[src/rtl/dbgtrig_pkg.sv]
package dbgtrig_pkg;

   localparam int MAX_TRIG = 16;

   // Control word of one trigger slot, bit 0 at the bottom.
   typedef struct packed {
      logic [MAX_TRIG-1:0] arm_mask;
      logic [2:0]          spare;
      logic                act_sample;
      logic                act_troff;
      logic                act_tron;
      logic                act_ext;
      logic                act_brk;
      logic                need_arm;
      logic                range_pair;
      logic                use_wr;
      logic                use_rd;
      logic                use_data;
      logic                use_addr;
      logic                on_dbus;
      logic                enable;
   } trig_ctrl_t;

   localparam int CTRL_W = $bits(trig_ctrl_t);

   typedef enum logic [1:0] {
      FLD_ADDR = 2'd0,
      FLD_DATA = 2'd1,
      FLD_CTRL = 2'd2,
      FLD_NONE = 2'd3
   } cfg_field_e;

endpackage

[src/rtl/dbgtrig_cfg_regs.sv]
module dbgtrig_cfg_regs
   import dbgtrig_pkg::*;
#(
   parameter int NUM_TRIG = 4,
   parameter int ADDR_W   = 32,
   parameter int DATA_W   = 32,
   parameter int CFG_W    = 32,
   localparam int IDX_W   = (NUM_TRIG > 1) ? $clog2(NUM_TRIG) : 1
) (
   input  logic              clk,
   input  logic              rst_n,
   input  logic              cfg_we,
   input  logic [IDX_W-1:0]  cfg_trig,
   input  logic [1:0]        cfg_field,
   input  logic [CFG_W-1:0]  cfg_wdata,
   output logic [ADDR_W-1:0] addr_q [NUM_TRIG],
   output logic [DATA_W-1:0] data_q [NUM_TRIG],
   output trig_ctrl_t        ctrl_q [NUM_TRIG]
);

   cfg_field_e fld;
   assign fld = cfg_field_e'(cfg_field);

   for (genvar t = 0; t < NUM_TRIG; t++) begin : g_slot
      logic sel;
      assign sel = cfg_we && (cfg_trig == IDX_W'(t));

      always_ff @(posedge clk) begin
         if (!rst_n) begin
            addr_q[t] <= '0;
            data_q[t] <= '0;
            ctrl_q[t] <= '0;
         end else if (sel) begin
            case (fld)
               FLD_ADDR: addr_q[t] <= cfg_wdata[ADDR_W-1:0];
               FLD_DATA: data_q[t] <= cfg_wdata[DATA_W-1:0];
               FLD_CTRL: ctrl_q[t] <= trig_ctrl_t'(cfg_wdata[CTRL_W-1:0]);
               default:  ;
            endcase
         end
      end
   end

endmodule

[src/rtl/dbgtrig_match.sv]
module dbgtrig_match #(
   parameter int ADDR_W = 32,
   parameter int DATA_W = 32
) (
   input  logic              en,
   input  logic              on_dbus,
   input  logic              use_addr,
   input  logic              use_data,
   input  logic              use_rd,
   input  logic              use_wr,
   input  logic              suppress,
   input  logic [ADDR_W-1:0] lo_addr,
   input  logic [ADDR_W-1:0] hi_addr,
   input  logic [DATA_W-1:0] lo_data,
   input  logic [DATA_W-1:0] hi_data,
   input  logic              ibus_valid,
   input  logic [ADDR_W-1:0] ibus_addr,
   input  logic              dbus_valid,
   input  logic              dbus_write,
   input  logic [ADDR_W-1:0] dbus_addr,
   input  logic [DATA_W-1:0] dbus_data,
   output logic              hit
);

   logic [ADDR_W-1:0] cur_addr;
   logic              addr_ok;
   logic              data_ok;
   logic              type_ok;
   logic              bus_live;

   // An exact compare is a window whose bounds coincide.
   assign cur_addr = on_dbus ? dbus_addr : ibus_addr;
   assign addr_ok  = !use_addr || ((cur_addr >= lo_addr) && (cur_addr <= hi_addr));
   assign data_ok  = !on_dbus || !use_data ||
                     ((dbus_data >= lo_data) && (dbus_data <= hi_data));
   assign type_ok  = !on_dbus || !(use_rd || use_wr) ||
                     (use_rd && !dbus_write) || (use_wr && dbus_write);
   assign bus_live = on_dbus ? dbus_valid : ibus_valid;

   assign hit = en && !suppress && bus_live && addr_ok && data_ok && type_ok;

endmodule

[src/rtl/dbgtrig_action.sv]
module dbgtrig_action
   import dbgtrig_pkg::*;
#(
   parameter int NUM_TRIG = 4
) (
   input  logic                clk,
   input  logic                rst_n,
   input  logic                cfg_we,
   input  logic [NUM_TRIG-1:0] hit,
   input  trig_ctrl_t          ctrl [NUM_TRIG],
   output logic [NUM_TRIG-1:0] fired_q,
   output logic                brk_q,
   output logic                ext_q,
   output logic                trace_q,
   output logic                sample_q
);

   logic [NUM_TRIG-1:0] armed_q;
   logic [NUM_TRIG-1:0] fire;
   logic [NUM_TRIG-1:0] want_brk, want_ext, want_on, want_off, want_smp;
   logic [NUM_TRIG-1:0] arm_set;

   for (genvar t = 0; t < NUM_TRIG; t++) begin : g_qual
      assign fire[t]     = hit[t] && (!ctrl[t].need_arm || armed_q[t]);
      assign want_brk[t] = fire[t] && ctrl[t].act_brk;
      assign want_ext[t] = fire[t] && ctrl[t].act_ext;
      assign want_on[t]  = fire[t] && ctrl[t].act_tron;
      assign want_off[t] = fire[t] && ctrl[t].act_troff;
      assign want_smp[t] = fire[t] && ctrl[t].act_sample && ctrl[t].on_dbus;
   end

   always_comb begin
      arm_set = '0;
      for (int t = 0; t < NUM_TRIG; t++) begin
         if (fire[t]) arm_set |= ctrl[t].arm_mask[NUM_TRIG-1:0];
      end
   end

   logic any_brk;
   logic trace_d;
   logic [NUM_TRIG-1:0] armed_d;

   assign any_brk = |want_brk;

   always_comb begin
      trace_d = trace_q;
      if (!any_brk) begin
         if (|want_off)      trace_d = 1'b0;
         else if (|want_on)  trace_d = 1'b1;
      end
   end

   always_comb begin
      if (cfg_we)       armed_d = '0;
      else if (any_brk) armed_d = armed_q;
      else              armed_d = armed_q | arm_set;
   end

   always_ff @(posedge clk) begin
      if (!rst_n) begin
         armed_q  <= '0;
         fired_q  <= '0;
         brk_q    <= 1'b0;
         ext_q    <= 1'b0;
         trace_q  <= 1'b0;
         sample_q <= 1'b0;
      end else begin
         armed_q  <= armed_d;
         fired_q  <= fire;
         brk_q    <= any_brk;
         ext_q    <= !any_brk && (|want_ext);
         trace_q  <= trace_d;
         sample_q <= !any_brk && (|want_smp);
      end
   end

endmodule

[src/rtl/dbg_trigger_unit.sv]
module dbg_trigger_unit
   import dbgtrig_pkg::*;
#(
   parameter int NUM_TRIG = 4,
   parameter int ADDR_W   = 32,
   parameter int DATA_W   = 32,
   localparam int IDX_W   = (NUM_TRIG > 1) ? $clog2(NUM_TRIG) : 1,
   localparam int WIDE_W  = (ADDR_W > DATA_W) ? ADDR_W : DATA_W,
   localparam int CFG_W   = (WIDE_W > CTRL_W) ? WIDE_W : CTRL_W
) (
   input  logic                clk,
   input  logic                rst_n,
   input  logic                cfg_we,
   input  logic [IDX_W-1:0]    cfg_trig,
   input  logic [1:0]          cfg_field,
   input  logic [CFG_W-1:0]    cfg_wdata,
   input  logic                ibus_valid,
   input  logic [ADDR_W-1:0]   ibus_addr,
   input  logic                dbus_valid,
   input  logic                dbus_write,
   input  logic [ADDR_W-1:0]   dbus_addr,
   input  logic [DATA_W-1:0]   dbus_data,
   output logic [NUM_TRIG-1:0] trig_fired,
   output logic                dbg_break,
   output logic                ext_trig,
   output logic                trace_en,
   output logic                trace_sample
);

   if (NUM_TRIG < 2 || (NUM_TRIG % 2) != 0 || NUM_TRIG > MAX_TRIG) begin : g_bad_count
      $error("NUM_TRIG must be even and between 2 and MAX_TRIG");
   end
   if (ADDR_W < 1 || DATA_W < 1) begin : g_bad_width
      $error("ADDR_W and DATA_W must be positive");
   end

   logic [ADDR_W-1:0] addr_q [NUM_TRIG];
   logic [DATA_W-1:0] data_q [NUM_TRIG];
   trig_ctrl_t        ctrl_q [NUM_TRIG];
   logic [NUM_TRIG-1:0] hit;

   dbgtrig_cfg_regs #(
      .NUM_TRIG (NUM_TRIG),
      .ADDR_W   (ADDR_W),
      .DATA_W   (DATA_W),
      .CFG_W    (CFG_W)
   ) u_cfg (
      .clk       (clk),
      .rst_n     (rst_n),
      .cfg_we    (cfg_we),
      .cfg_trig  (cfg_trig),
      .cfg_field (cfg_field),
      .cfg_wdata (cfg_wdata),
      .addr_q    (addr_q),
      .data_q    (data_q),
      .ctrl_q    (ctrl_q)
   );

   for (genvar t = 0; t < NUM_TRIG; t++) begin : g_trig
      logic [ADDR_W-1:0] hi_a;
      logic [DATA_W-1:0] hi_d;
      logic              supp;

      if ((t % 2) == 0) begin : g_lead
         // Leading slot: may borrow the neighbour's registers as upper bounds.
         assign hi_a = ctrl_q[t].range_pair ? addr_q[t+1] : addr_q[t];
         assign hi_d = ctrl_q[t].range_pair ? data_q[t+1] : data_q[t];
         assign supp = 1'b0;
      end else begin : g_follow
         assign hi_a = addr_q[t];
         assign hi_d = data_q[t];
         assign supp = ctrl_q[t-1].range_pair;
      end

      dbgtrig_match #(
         .ADDR_W (ADDR_W),
         .DATA_W (DATA_W)
      ) u_match (
         .en         (ctrl_q[t].enable),
         .on_dbus    (ctrl_q[t].on_dbus),
         .use_addr   (ctrl_q[t].use_addr),
         .use_data   (ctrl_q[t].use_data),
         .use_rd     (ctrl_q[t].use_rd),
         .use_wr     (ctrl_q[t].use_wr),
         .suppress   (supp),
         .lo_addr    (addr_q[t]),
         .hi_addr    (hi_a),
         .lo_data    (data_q[t]),
         .hi_data    (hi_d),
         .ibus_valid (ibus_valid),
         .ibus_addr  (ibus_addr),
         .dbus_valid (dbus_valid),
         .dbus_write (dbus_write),
         .dbus_addr  (dbus_addr),
         .dbus_data  (dbus_data),
         .hit        (hit[t])
      );
   end

   dbgtrig_action #(
      .NUM_TRIG (NUM_TRIG)
   ) u_act (
      .clk      (clk),
      .rst_n    (rst_n),
      .cfg_we   (cfg_we),
      .hit      (hit),
      .ctrl     (ctrl_q),
      .fired_q  (trig_fired),
      .brk_q    (dbg_break),
      .ext_q    (ext_trig),
      .trace_q  (trace_en),
      .sample_q (trace_sample)
   );

endmodule

[config.mk]
export PLATFORM = sky130hd
export DESIGN_NAME = dbg_trigger_unit
export DESIGN_NICKNAME = d
export VERILOG_FILES = /design/src/rtl/dbgtrig_pkg.sv /design/src/rtl/dbgtrig_cfg_regs.sv /design/src/rtl/dbgtrig_match.sv /design/src/rtl/dbgtrig_action.sv /design/src/rtl/dbg_trigger_unit.sv
export SDC_FILE = /design/constraint.sdc
export NUM_CORES = 1
export LEC_CHECK = 0
export BUFFER_PORTS_ARGS = -buffer_cell sky130_fd_sc_hd__buf_2
export CAP_MARGIN = 10
export CORE_MARGIN = 2
export CORE_UTILIZATION = 45
export CTS_CLUSTER_SIZE = 28
export DETAILED_ROUTE_END_ITERATION = 6
export PLACE_DENSITY_LB_ADDON = 0.25
export SYNTH_ARGS = -nofsm -noshare
export SYNTH_HDL_FRONTEND = slang
export SYNTH_SLANG_ARGS = --single-unit
[constraint.sdc]
create_clock -name clk -period 3.9 [get_ports clk]
set_input_delay 0 -clock clk [delete_from_list [all_inputs] [get_ports clk]]
set_output_delay 0 -clock clk [all_outputs]
set_load 0.1 [all_outputs]
==> results of run 1 <==
==> layout by cell type (no fill, tap or decap), types with 23 or more instances in the layout <==
cell type / instances
a21o_1: 27
dlygate4sd3_1: 34
o21ai_0: 36
mux2i_1: 191
clkbuf_16: 43
xnor2_1: 121
buf_4: 71
ha_1: 245
nor2_1: 32
inv_1: 139
nand4_1: 57
mux2_2: 54
a21oi_1: 419
nor4_1: 23
nand2_1: 724
buf_2: 145
dfxtp_1: 328
==> where the power goes <==
group	leakage, uW	internal, uW	switching, uW
Clock	0.000742	2770	1610
Sequential	0.00270	3450	41.0
Combinational	0.00536	460	735
Total	0.00881	6680	2380
==> sequential cells by signal (all words and copies together), names as in the netlist <==
register / flops
u_cfg.addr_q: 128
u_cfg.data_q: 128
u_cfg.ctrl_q: 66
u_act.armed_q: 4
u_act.fired_q: 4
u_act.brk_q: 1
u_act.ext_q: 1
u_act.sample_q: 1
u_act.trace_q: 1
==> per-layer routing <==
layer	vias to the layer above	GRT usage (%)	routed length [um]	part of all wire [%]
met3	166	5.14	5360	6.8
li1	9906	-	-	-
met5	-	0	13	0.016
met1	9887	40.1	34400	43
met2	713	50.4	36300	46
met4	2	11.2	2940	3.7
==> path summary, 6_finish.rpt <==
path	end	slack (ns)	cells after the start
max reg2reg	u_act.trace_q$_SDFFE_PN0P_	0.002	15
max	u_act.trace_q$_SDFFE_PN0P_	0.002	15
min reg2reg	u_cfg.ctrl_q[8]$_SDFFE_PN0P_	0.46	2
min	u_cfg.ctrl_q[41]$_SDFFE_PN0P_	0.17	5
==> worst min-delay path, stage by stage <==
cell and delay, ns:
buf_2 0.15, or2_2 0.20, nor2_1 0.16, nand2_1 0.11
a21oi_1 0.06
==> synth_stat cells, drive strengths merged, types with 26 or more instances <==
library cell  instances
nand2               726
nand4                61
o21ai                39
xnor2               121
clkbuf              147
a21oi               420
nor2                 36
a21o                 28
ha                  256
dfxtp               334
mux2                 67
nor4                 26
mux2i               191
inv                 140
==> stage by stage <==
stage	power [uW]	std cells	utilization, %	setup TNS [ns]
4_1_cts	9070	3619	52.7	0
5_1_grt	9360	3628	53.5	-0.195
3_5_place_dp	4680	3510	48.8	-0.258
6_report	9060	3628	53.5	0
2_1_floorplan	4220	2783	-	0
3_3_place_gp	4650	3510	48.8	-0.0217
==> layout make-up <==
cell class	count	area share, %
sequential	334	25.7
clock inverter	14	1.18
inverter	140	2.04
multi-input combinational	2148	55.8
antenna	1	0.00959
clock buffer	60	4.68
tap	664	3.18
timing repair buffer	267	7.36
==> repair_timing <==
action / 4_1_cts / 5_1_grt
pin swaps: 3 / 15
resized for setup: 2 / 44
endpoints found under the setup margin: 5 / 7
buffers inserted: 1 / 8
endpoints found under the hold margin: 331 / 0
hold buffers: 34 / 0
==> cell families after synthesis <==
| kind of cell | count (synthesis) |
|---|---|
| compound gates | 572 |
| buf+inv | 301 |
| flops | 334 |
| xor+xnor | 128 |
| fa+ha+maj | 256 |
| simple gates | 934 |
| mux | 258 |
==> key figures, run 1 <==
Routing
  • Total wire length: 79000 um
  • ANT nets after route: 0
  • TritonRoute pass-1 iters: 5
  • Detailed Route Iter0 Violations: 1801
  • Via Count: 20700
  • Post-DR vias/cell: 5.70
  • Drt wl/cell: 21.8 um
  • Number of remaining DRC errors: 0

Placement
  • Setup WS pre-CTS: -0.163 ns
  • Routability cong.: 0.944
  • Port-buffer cells: 145
  • Post-DP HPWL: 57100 um
  • Post-DP Area: 23800 sq um

Timing
  • Setup ws final: 0.00201 ns
  • WHS: 0.165 ns
  • Fmax: 0.257 GHz
  • Max-slew headroom: 18.7%
  • Final Max Tran Viols: 0
  • Hold Fails Final Rpt: 0
  • RSZ-0062 raised after global routing: true
  • Worst Skew: 0.0140 ns
  • Post-route clock period utilization: 99.9%
  • Worst-Margin Slew: 1.22 ns
  • Final worst path period need: 3.90 ns
  • Final setup fails: 0

Logic synthesis
  • Yosys reg bits: 334
  • Synth Flop Type: dfxtp_1
  • Synthesized area: 22100 sq um
  • Average cell area after synthesis: 7.94 sq um
  • Area leader, netlist: dfxtp_1
  • Post-Synth Simple-Gate Area: 18.2%
  • Main combinational cell family by area after synthesis: simple AND/OR/NAND/NOR gates
  • Synth Area in Compound Gates: 14.7%
  • Post-synth EDFFs: 0
  • Synth Area in Adders: 14.5%
  • Async S/R FF share, synth: 0%
  • YS warnings: 0
  • Post-synthesis mux area share: 12.1%
  • XOR/XNOR share of the synthesized area: 5.07%
  • Post-Synthesis Cells: 2783
  • Leading post-synthesis cells by cell area: dfxtp_1, ha_1, nand2_1, a21oi_1, mux2i_1
  • Share of the synthesized area in the top cell type: 30.2%
  • Post-synthesis sequential area ratio: 30.2%
  • Synth cell types: 73
  • Syn_nets: 3177

Worst setup path
  • CP max-delay cell: or4_4
  • CP bufs+invs: 4
  • Worst-path fanout max: 7
  • CP Capture Type: flip-flop
  • CP arrival: 4.37 ns
  • Crit-path max cell delay: 0.49 ns
  • Reg2reg start: u_cfg.ctrl_q[97]$_SDFFE_PN0P_
  • Critical path required time: 4.37 ns
  • Setup CP Type: flip-flop to flip-flop
  • Crit path from: u_cfg.ctrl_q[97]$_SDFFE_PN0P_
  • CP delay by family, top: simple AND/OR/NAND/NOR gates
  • Worst Setup Start Kind: flip-flop
  • CP cell instances: buf_12 > buf_12 > buf_6 > mux2_4 > ha_4 > nand4_1 > or4_4 > o31ai_4 > a21oi_2 > or3_4 > nor4_4 > buf_6 > a221oi_4 > mux2_4 > a211oi_2

Die
  • Core area: 48700 sq um
  • # rows: 81
  • I/O pin total: 146
  • Die Width: 226 um
  • Die H: 226 um
  • Starting density of the core: 45.4%
  • Die Area: 50900 sq um

Power and ir drop
  • Pleak: 0.00881 uW
  • Pwr/cell area: 347 nW/um^2
  • Maximum VDD drop: 0.357 mV

Layout
  • Multi-input logic area: 14600 sq um
  • Layout cell share with drive strength beyond 1: 14.4%
  • FILL cells: 4517
  • Total Nets Final: 3326
  • Cell area after layout: 26100 sq um
  • FF/Latch Area: 6700 sq um
  • Layout area overhead: 18.0%

Hold path
  • HP Start: cfg_trig[0]
  • Hold Path Class: primary input to flip-flop

Global routing
  • Global route total overflow: 0
  • First-pass GRT wire length: 119000 um
  • Largest net degree at the start of global routing: 163
  • Initial antenna violation count: 2
  • Via count of the first global-routing pass: 20100
  • GRT Resource Usage Total: 30.6%

Clock tree
  • Skew-Pair Late Insertion Delay: 0.57 ns
  • CTS buffer count: 41
  • Clock Sinks: 334
  • CTS tree: built
  • Root Driver: clkbuf_16
  • Clock Path Buffers: 3
  • H-tree depth: 2
  • Reg clk slew, reported paths: 0.06 ns

Run
  • Max-cap violation count: 0

Status
  • Status: finished clean
(Power assumes the default switching activity.)
==> inputs of run 2 (changes only) <==
- MAX_ROUTING_LAYER: default -> met4
==> run 2 against run 1 <==
  * Global-route usage grew 0.96 points
  * Cell area increased by 0.10%
  * Utilization increased by 0.054 points
  * Clock power fell by 9.8%
  * Register-to-register slack better by 0.07 ns
  * Sequential cell count did not move
  * Highest routed layer is now met4
  * Worst setup slack better by 0.072 ns
  * Largest power group unchanged
  * Worst hold slack improved by 0.0067 ns
  * Routed wire length grew 0.82%
  * Non-clock buffer count is 17 higher
  * Clock skew decreased by 0.0021 ns
==> key figures, run 2 (same netlist as run 1, synthesis figures left out) <==
Status
  • Status: finished clean

Placement
  • Port-buffer cells: 145
  • Post-DP HPWL: 57700 um
  • Setup WS pre-CTS: -0.0377 ns
  • Placed Cells: 3521
  • Routability cong.: 0.993

Timing
  • Worst-Margin Slew: 1.24 ns
  • Setup ws final: 0.0741 ns
  • WHS: 0.172 ns
  • Max-slew headroom: 16.9%
  • Post-route clock period utilization: 98.1%
  • Final setup fails: 0
  • Fmax: 0.261 GHz
  • Final Max Tran Viols: 0
  • Worst Skew: 0.0119 ns
  • Final worst path period need: 3.83 ns
  • Hold Fails Final Rpt: 0

Routing
  • ANT nets after route: 0
  • Drt wl/cell: 21.8 um
  • Number of remaining DRC errors: 0
  • Total wire length: 79600 um
  • TritonRoute pass-1 iters: 5
  • Via Count: 20900
  • Post-DR vias/cell: 5.75
  • Detailed Route Iter0 Violations: 1747

Die
  • Core area: 48700 sq um
  • I/O pin total: 146
  • # rows: 81
  • Die Area: 50900 sq um
  • Starting density of the core: 45.4%
  • Die H: 226 um
  • Die Width: 226 um

Global routing
  • Initial antenna violation count: 1
  • Global route total overflow: 0
  • Via count of the first global-routing pass: 20300
  • GRT Resource Usage Total: 31.5%
  • First-pass GRT wire length: 119000 um
  • Largest net degree at the start of global routing: 169

Power and ir drop
  • Maximum VDD drop: 0.300 mV
  • Pleak: 0.00884 uW
  • Pwr/cell area: 331 nW/um^2

Clock tree
  • Root Driver: clkbuf_16
  • CTS tree: built
  • Clock Sinks: 334
  • Skew-Pair Late Insertion Delay: 0.58 ns
  • H-tree depth: 2
  • Clock Path Buffers: 3
  • Reg clk slew, reported paths: 0.06 ns
  • CTS buffer count: 41

Run
  • Max-cap violation count: 0

Layout
  • Total Nets Final: 3343
  • Top flop regs: u_cfg.addr_q: 128 flops, u_cfg.data_q: 128 flops, u_cfg.ctrl_q: 66 flops
  • Layout cell share with drive strength beyond 1: 15.3%
  • Most frequent cells in the layout: nand2_1, a21oi_1, dfxtp_1
  • FILL cells: 4518
  • Multi-input logic area: 14600 sq um
  • Non-Filler Instances: 3645
  • Most common cell after layout, fill and taps aside: nand2_1
  • FF/Latch Area: 6700 sq um
  • Layout area overhead: 18.1%

Hold path
  • Hold Path Class: primary input to flip-flop

Worst setup path
  • CP arrival: 4.33 ns
  • Setup CP Type: flip-flop to flip-flop
  • CP Capture Type: flip-flop
  • Critical path required time: 4.40 ns
  • Worst Setup Start Kind: flip-flop
  • Worst-path fanout max: 9
==> run 2: changes by cell type in the layout (fill, tap and decap cells not counted), moves of 3 or more <==
cell and delta:
buf_4 +13, clkinv_2 +11, mux2_2 +8, mux2_4 -8
bufinv_16 -6, a221oi_2 +3, clkbuf_16 +3
==> run 2: what timing repair did <==
item,in CTS,in global routing
setup endpoints to repair,1,2
hold buffers,34,0
gates cloned,0,4
gates resized for setup,2,50
hold endpoints to repair,331,0
buffers inserted,0,11
pin swaps,1,16
==> run 2: layout make-up <==
class / count / share of cell area, %
Antenna cell: 1 / 0.00958
Clock buffer: 57 / 4.55
Clock inverter: 17 / 0.637
Inverter: 140 / 2.04
Multi-Input combinational cell: 2148 / 55.9
Sequential cell: 334 / 25.7
Tap cell: 664 / 3.18
Timing Repair Buffer: 284 / 7.99
==> run 2: final timing paths <==
path | startpoint | end | slack [ns] | cells past startpoint
setup / recovery | u_cfg.ctrl_q[33]$_SDFFE_PN0P_ | u_act.trace_q$_SDFFE_PN0P_ | 0.07 | 16
hold / removal | cfg_trig[0] | u_cfg.data_q[37]$_SDFFE_PN0P_ | 0.17 | 5
setup reg to reg | u_cfg.ctrl_q[33]$_SDFFE_PN0P_ | u_act.trace_q$_SDFFE_PN0P_ | 0.07 | 16
hold reg to reg | u_cfg.ctrl_q[8]$_SDFFE_PN0P_ | u_cfg.ctrl_q[8]$_SDFFE_PN0P_ | 0.46 | 2
==> run 2: worst max-delay path, cell delays in order (launching register included) <==
cell	delay [ns]
dfxtp_4	0.45
clkbuf_16	0.19
buf_4	0.11
mux2_2	0.35
ha_1	0.31
a21oi_2	0.17
o21ai_2	0.09
a221oi_2	0.28
o22ai_2	0.18
o31ai_1	0.26
buf_4	0.16
nor4_4	0.04
buf_4	0.15
buf_4	0.17
a221o_2	0.38
mux2_4	0.27
a211oi_2	0.18
==> run 2: power by group <==
| part | switching [uW] | total, uW | internal [uW] |
|---|---|---|---|
| logic | 747 | 1220 | 469 |
| registers | 41.5 | 3490 | 3450 |
| clock network | 1610 | 3940 | 2320 |
==> run 2: metal layers <==
metal	vias to the layer above	track usage (%)	routed length (um)
met2	799	51.0	36700
met5	-	-	0
met1	10000	40.1	34100
met3	185	5.10	6000
met4	0	10.4	2870
li1	9951	-	-
==> run 2: metrics by stage <==
step | total power, uW | TNS (ns) | cell area, sq um | util [%]
after floorplan | 4220 | 0 | 22100 | -
after global placement | 4660 | 0 | 23900 | 49.1
after detailed placement | 4690 | -0.0377 | 23900 | 49.1
after CTS | 8620 | 0 | 25600 | 52.6
after global routing | 8920 | -0.0348 | 26100 | 53.6
final | 8650 | 0 | 26100 | 53.6
